$ cat src/rtl/hk_spi_pkg.sv
package hk_spi_pkg;
  localparam int BYTE_W = 8;

  typedef enum logic [2:0] {
    ST_CMD,
    ST_ADDR,
    ST_DATA,
    ST_DONE,
    ST_IGNORE
  } hk_state_e;

  typedef struct packed {
    logic       valid;
    logic       wr;
    logic       rd;
    logic       nbyte;
    logic [2:0] count;
  } hk_cmd_t;

  function automatic hk_cmd_t hk_decode(input logic [BYTE_W-1:0] c);
    hk_cmd_t d;
    d = '0;
    case (c)
      8'h80: begin d.valid = 1'b1; d.wr = 1'b1; end
      8'h40: begin d.valid = 1'b1; d.rd = 1'b1; end
      8'hC0: begin d.valid = 1'b1; d.wr = 1'b1; d.rd = 1'b1; end
      default: begin
        if (c[7:6] == 2'b11 && c[2:0] == 3'b000 && c[5:3] != 3'b000) begin
          d.valid = 1'b1;
          d.wr    = 1'b1;
          d.rd    = 1'b1;
          d.nbyte = 1'b1;
          d.count = c[5:3];
        end
      end
    endcase
    return d;
  endfunction
endpackage

$ cat src/rtl/hk_spi_rx.sv
module hk_spi_rx #(
  parameter int BYTE_W = hk_spi_pkg::BYTE_W
) (
  input  logic              clk,
  input  logic              rst_n,
  input  logic              csn,
  input  logic              sck,
  input  logic              mosi,
  output logic              fall_o,
  output logic              bit_zero_o,
  output logic              byte_done_o,
  output logic [BYTE_W-1:0] byte_o
);
  localparam int CNT_W = $clog2(BYTE_W);
  localparam logic [CNT_W-1:0] LAST_BIT = CNT_W'(BYTE_W - 1);

  logic             sck_q;
  logic [CNT_W-1:0] bitcnt;
  logic [BYTE_W-1:0] shreg;
  logic             rise;

  assign rise        = ~csn & sck & ~sck_q;
  assign fall_o      = ~csn & ~sck & sck_q;
  assign bit_zero_o  = (bitcnt == '0);
  assign byte_done_o = rise & (bitcnt == LAST_BIT);
  assign byte_o      = {shreg[BYTE_W-2:0], mosi};

  always_ff @(posedge clk or negedge rst_n) begin
    if (!rst_n) begin
      sck_q  <= 1'b0;
      bitcnt <= '0;
      shreg  <= '0;
    end else begin
      sck_q <= sck;
      if (csn) begin
        bitcnt <= '0;
      end else if (rise) begin
        shreg  <= {shreg[BYTE_W-2:0], mosi};
        bitcnt <= (bitcnt == LAST_BIT) ? '0 : bitcnt + 1'b1;
      end
    end
  end
endmodule

$ cat src/rtl/hk_spi_ctrl.sv
module hk_spi_ctrl
  import hk_spi_pkg::*;
#(
  parameter int BYTE_W = hk_spi_pkg::BYTE_W
) (
  input  logic              clk,
  input  logic              rst_n,
  input  logic              csn,
  input  logic              byte_done,
  input  logic [BYTE_W-1:0] byte_in,
  output logic              send_o,
  output logic              wr_valid,
  output logic [BYTE_W-1:0] wr_addr,
  output logic [BYTE_W-1:0] wr_data,
  output logic              rd_valid,
  output logic [BYTE_W-1:0] rd_addr
);
  hk_state_e         state;
  hk_cmd_t           cmd;
  hk_cmd_t           dec;
  logic [BYTE_W-1:0] addr;
  logic [2:0]        cnt;
  logic [2:0]        cnt_nxt;

  assign dec     = hk_decode(byte_in);
  assign cnt_nxt = cnt + 3'd1;
  assign send_o  = (state == ST_DATA) & cmd.rd;

  always_ff @(posedge clk or negedge rst_n) begin
    if (!rst_n) begin
      state    <= ST_CMD;
      cmd      <= '0;
      addr     <= '0;
      cnt      <= '0;
      wr_valid <= 1'b0;
      wr_addr  <= '0;
      wr_data  <= '0;
      rd_valid <= 1'b0;
      rd_addr  <= '0;
    end else begin
      wr_valid <= 1'b0;
      rd_valid <= 1'b0;
      if (csn) begin
        state <= ST_CMD;
        cmd   <= '0;
      end else if (byte_done) begin
        case (state)
          ST_CMD: begin
            cmd   <= dec;
            state <= dec.valid ? ST_ADDR : ST_IGNORE;
          end
          ST_ADDR: begin
            addr  <= byte_in;
            cnt   <= '0;
            state <= ST_DATA;
            if (cmd.rd) begin
              rd_valid <= 1'b1;
              rd_addr  <= byte_in;
            end
          end
          ST_DATA: begin
            if (cmd.wr) begin
              wr_valid <= 1'b1;
              wr_addr  <= addr;
              wr_data  <= byte_in;
            end
            addr <= addr + 1'b1;
            cnt  <= cnt_nxt;
            if (cmd.nbyte && cnt_nxt == cmd.count) begin
              state <= ST_DONE;
            end else if (cmd.rd) begin
              rd_valid <= 1'b1;
              rd_addr  <= addr + 1'b1;
            end
          end
          default: state <= state;
        endcase
      end
    end
  end
endmodule

$ cat src/rtl/hk_spi_tx.sv
module hk_spi_tx #(
  parameter int BYTE_W = hk_spi_pkg::BYTE_W
) (
  input  logic              clk,
  input  logic              rst_n,
  input  logic              csn,
  input  logic              fall,
  input  logic              bit_zero,
  input  logic              send,
  input  logic [BYTE_W-1:0] load_data,
  output logic              miso
);
  logic [BYTE_W-1:0] txsh;

  always_ff @(posedge clk or negedge rst_n) begin
    if (!rst_n) begin
      miso <= 1'b0;
      txsh <= '0;
    end else if (csn) begin
      miso <= 1'b0;
    end else if (fall) begin
      if (send && bit_zero) begin
        miso <= load_data[BYTE_W-1];
        txsh <= {load_data[BYTE_W-2:0], 1'b0};
      end else if (send) begin
        miso <= txsh[BYTE_W-1];
        txsh <= {txsh[BYTE_W-2:0], 1'b0};
      end else begin
        miso <= 1'b0;
      end
    end
  end
endmodule

$ cat src/rtl/hk_spi_responder.sv
module hk_spi_responder #(
  parameter int BYTE_W = hk_spi_pkg::BYTE_W
) (
  input  logic              clk,
  input  logic              rst_n,
  input  logic              spi_csn,
  input  logic              spi_sck,
  input  logic              spi_mosi,
  output logic              spi_miso,
  output logic              reg_wr_valid,
  output logic [BYTE_W-1:0] reg_wr_addr,
  output logic [BYTE_W-1:0] reg_wr_data,
  output logic              reg_rd_valid,
  output logic [BYTE_W-1:0] reg_rd_addr,
  input  logic [BYTE_W-1:0] reg_rd_data
);
  logic              fall;
  logic              bit_zero;
  logic              byte_done;
  logic [BYTE_W-1:0] rx_byte;
  logic              send;

  hk_spi_rx #(.BYTE_W(BYTE_W)) u_rx (
    .clk        (clk),
    .rst_n      (rst_n),
    .csn        (spi_csn),
    .sck        (spi_sck),
    .mosi       (spi_mosi),
    .fall_o     (fall),
    .bit_zero_o (bit_zero),
    .byte_done_o(byte_done),
    .byte_o     (rx_byte)
  );

  hk_spi_ctrl #(.BYTE_W(BYTE_W)) u_ctrl (
    .clk      (clk),
    .rst_n    (rst_n),
    .csn      (spi_csn),
    .byte_done(byte_done),
    .byte_in  (rx_byte),
    .send_o   (send),
    .wr_valid (reg_wr_valid),
    .wr_addr  (reg_wr_addr),
    .wr_data  (reg_wr_data),
    .rd_valid (reg_rd_valid),
    .rd_addr  (reg_rd_addr)
  );

  hk_spi_tx #(.BYTE_W(BYTE_W)) u_tx (
    .clk      (clk),
    .rst_n    (rst_n),
    .csn      (spi_csn),
    .fall     (fall),
    .bit_zero (bit_zero),
    .send     (send),
    .load_data(reg_rd_data),
    .miso     (spi_miso)
  );
endmodule

$ cat config.mk
export PLATFORM = sky130hd
export DESIGN_NAME = hk_spi_responder
export DESIGN_NICKNAME = d
export VERILOG_FILES = /design/src/rtl/hk_spi_pkg.sv /design/src/rtl/hk_spi_rx.sv /design/src/rtl/hk_spi_ctrl.sv /design/src/rtl/hk_spi_tx.sv /design/src/rtl/hk_spi_responder.sv
export SDC_FILE = /design/constraint.sdc
export NUM_CORES = 1
export LEC_CHECK = 0
export CAP_MARGIN = 20
export CORE_MARGIN = 8
export CORE_UTILIZATION = 59
export DETAILED_ROUTE_END_ITERATION = 8
export GPL_ROUTABILITY_DRIVEN = 0
export GPL_TIMING_DRIVEN = 0
export MAX_ROUTING_LAYER = met4
export PLACE_DENSITY_LB_ADDON = 0.08
export REMOVE_ABC_BUFFERS = 1
export SLEW_MARGIN = 20
export SYNTH_ARGS = -nofsm -noshare
export SYNTH_HDL_FRONTEND = slang
export SYNTH_SLANG_ARGS = --single-unit
export TNS_END_PERCENT = 1
$ cat constraint.sdc
create_clock -name clk -period 3.06 [get_ports clk]
set_clock_uncertainty 0.1 [all_clocks]
set_input_delay 0.612 -clock clk [delete_from_list [all_inputs] [get_ports clk]]
set_output_delay 0.612 -clock clk [all_outputs]
set_load 0.01 [all_outputs]
==> run summary <==
CRITICAL PATH
----------------------------------------------------------------------------------------------------
Data arrival time of the critical path                                                       2.84 ns
Crit path required time                                                                      3.18 ns
R2r endpoint                                                                            u_tx.txsh[3]
Worst-case reg-to-reg path depth                                                                   5
Critical Setup Path Class                                                               primary input to register
Maximum fanout along the worst path                                                               17
Beginning of the critical path                                                               spi_csn
R2r startpoint                                                                          u_ctrl.state[0]
Register-to-Register Setup Slack                                                             0.47 ns
Setup crit start kind                                                                   primary input
Critical Path Sink Type                                                                     register

CLOCKING
----------------------------------------------------------------------------------------------------
Clock tree from TritonCTS                                                                        yes
Root buffer cell                                                                            clkbuf_8
Total number of clock tree sinks                                                                  65
Worst skew pair latency                                                                      0.34 ns
Num CTS Buffers                                                                                    9
Max Buffers Root-to-Sink                                                                           2
Quantity of hold-fixing buffers added after cts                                                    0
Clock-pin slew reported for the worst setup and hold paths after clock tree synthesis        0.07 ns
Number of H-tree levels                                                                            3

FINISH
----------------------------------------------------------------------------------------------------
Fill cell total of the finished layout                                                           364
Layout Nets                                                                                      336
Layout Utilization                                                                             73.9%
Area overhead of the layout relative to synthesis                                              20.6%
Final Non-Filler Cells                                                                           393
Layout cells sized above 1                                                                     18.0%
Post-route standard cell area excluding fillers                                             3770 um2
Antenna diodes                                                                                     0

SYNTH
----------------------------------------------------------------------------------------------------
Biggest area contributors in the synthesized netlist                                    dfrtp_1 (52%), mux2_2 (7.6%), mux2_4 (4.3%)
Number of enable flip-flop cells after synthesis                                                   0
Post-Synthesis Mean Instance Area                                                           11.3 um2
Number of warnings printed during yosys synthesis                                                  0
Synthesized cell area                                                                       3130 um2
Leading area contributor after synthesis                                                     dfrtp_1
Share of the synthesized area in the top cell type                                             52.0%
Number of distinct library cells after synthesis                                                  46
Most instantiated cells after synthesis                                                 dfrtp_1 (65), nand2_1 (30), o21ai_0 (23), mux2_2 (21), nor2_1 (20)
Top-count cell post-synth                                                                    dfrtp_1
Flip-flop and latch count after synthesis                                                         65
Post-synthesis async set-or-reset flop share                                                    100%
Most used flip-flop cell after synthesis                                                     dfrtp_1
Synth Instances                                                                                  276
Fraction of the yosys area taken by sequential cells                                           52.0%

DRT
----------------------------------------------------------------------------------------------------
Starting DRT DRC Count                                                                           180
Mean routed wirelength per cell                                                              16.6 um
Routed Wire Length                                                                           6540 um
Number of detailed-routing iterations run before antenna repair                                    4
Total via count in the routed design                                                            2204
Residual antenna-violating net count after detailed routing                                        0
Residual DRC                                                                                       0
Vias per Instance                                                                               5.61

GLOBAL ROUTING
----------------------------------------------------------------------------------------------------
GR Overflow Total                                                                                  0
Total global routing track utilization                                                         19.0%
Wire length of the first global-routing pass                                                11000 um
Antenna violations before repair                                                                   0
Vias in the first global route                                                                  2244
Largest net degree at the start of global routing                                                 44

PWR
----------------------------------------------------------------------------------------------------
IR Drop Worst-Case VDD                                                                      0.393 mV
Final Total Pwr                                                                              1.91 mW
Leakage power summed over all cells                                                          1.76 nW
Power per cell area                                                                       507 nW/um2

PLACEMENT
----------------------------------------------------------------------------------------------------
Cell count after placement                                                                       375
Estimated wirelength of the detail-placed design                                             4410 um
Cell area after placement                                                                   3550 um2
I/O Buffers                                                                                       39

DIE
----------------------------------------------------------------------------------------------------
Core Footprint                                                                              5110 um2
Num ports                                                                                         40
Die span in x                                                                                88.8 um
Floorplan row count                                                                               26
Initial cell density of the core                                                               61.2%
Die height                                                                                   88.8 um
Total Die Area                                                                              7890 um2

TIMING
----------------------------------------------------------------------------------------------------
Fmax                                                                                       0.368 GHz
Count of final hold-check violations                                                               0
Setup repair after global routing missed its margin                                            false
Setup-failing EPs final                                                                            0
Hold_ws                                                                                    0.0580 ns
Rel. slew slack                                                                                38.8%
Final cycle utilization of the critical path                                                   88.8%
Minimum clock period                                                                         2.72 ns
Measured slew at the worst slew-check pin                                                   0.914 ns
Final-report max-slew violation count                                                              0

JOB
----------------------------------------------------------------------------------------------------
Max-cap check violation count                                                                      0

HOLD PATH
----------------------------------------------------------------------------------------------------
Class of the most critical hold timing path                                             primary input to asynchronous set/reset pin

STATUS
----------------------------------------------------------------------------------------------------
Outcome                                                                                 finished, final reports clean

==> how the worst max path moves through the flow <==
stage / endpoint / slack (ns) / cells after the start
3_3_place_gp: u_ctrl.rd_addr[7] / -0.88 / 1
5_1_grt: u_ctrl.cmd[3] / 0.16 / 6
6_report: u_ctrl.wr_data[2] / 0.34 / 6
3_5_place_dp: u_ctrl.addr[5] / -0.51 / 5
2_1_floorplan: u_ctrl.addr[5] / 0.78 / 4
4_1_cts: u_ctrl.wr_data[2] / 0.05 / 6
==> report_power, final <==
part,total [mW],internal [mW],switching [mW]
Sequential,0.975,0.900,0.0753
Combinational,0.179,0.0878,0.0915
Clock,0.759,0.443,0.316
==> metal layers <==
layer / wire, um / GRT usage, %
met1: 3090 / 24.9
met2: 3050 / 27.4
met3: 266 / 4.55
met4: 127 / 8.14
met5: 0 / -
==> critical path, stage by stage <==
cell and delay (ns):
clkdlybuf4s50_1 0.70, nor3b_4 0.41, nand3b_4 0.18, nor2_4 0.14
and3_4 0.40, mux2_2 0.38
==> kinds of logic after synthesis <==
logic type      Yosys count  synth area share (%)
fa+ha+maj                 6                  2.32
compound gates           56                  10.7
xor+xnor                  9                  2.96
mux                      39                  14.8
simple gates             85                  14.2
buf+inv                  16                  3.00
flops                    65                  52.0
==> layout by cell type (no fill, tap or decap), types with 4 or more instances in the layout <==
cell type	n
mux2_2	21
ha_1	5
nand2_1	30
nor2b_1	4
clkdlybuf4s50_1	38
xor2_1	4
mux2i_1	9
mux2_4	9
clkbuf_8	12
nand3_1	7
a21oi_1	14
nand3b_1	6
xnor2_1	4
nor3_1	5
dfrtp_1	65
nor2_1	19
inv_1	4
o21ai_0	23
==> what timing repair did <==
item                       in CTS  in global routing
pin swaps                       0                  1
setup endpoints to repair       7                 32
buffers inserted                0                  2
resized for setup               1                  0
==> sequential cells by signal, indices dropped and copies added, names as in the netlist <==
register         cells
u_ctrl.addr          8
u_ctrl.cmd           6
u_ctrl.cnt           3
u_ctrl.rd_addr       8
u_ctrl.rd_valid      1
u_ctrl.state         3
u_ctrl.wr_addr       8
u_ctrl.wr_data       8
u_ctrl.wr_valid      1
u_rx.bitcnt          3
u_rx.sck_q           1
u_rx.shreg           7
u_tx.miso            1
u_tx.txsh            7
==> cell type report <==
cell class | instances | area (um2) | area share [%]
Sequential cell | 65 | 1630 | 43.1
Clock inverter | 2 | 35.0 | 0.929
Multi-Input combinational cell | 195 | 1410 | 37.3
Clock buffer | 14 | 173 | 4.58
Tap cell | 70 | 87.6 | 2.32
Inverter | 5 | 18.8 | 0.498
Timing Repair Buffer | 42 | 423 | 11.2
==> stage by stage <==
| stage | setup TNS, ns | worst slack (ns) |
|---|---|---|
| 2_1_floorplan | 0 | 0.784 |
| 3_3_place_gp | -64.98 | -0.885 |
| 3_5_place_dp | -9.03 | -0.507 |
| 4_1_cts | 0 | 0.0451 |
| 5_1_grt | 0 | 0.156 |
| 6_report | 0 | 0.344 |
No activity file was read; power rests on OpenSTA's default activity.
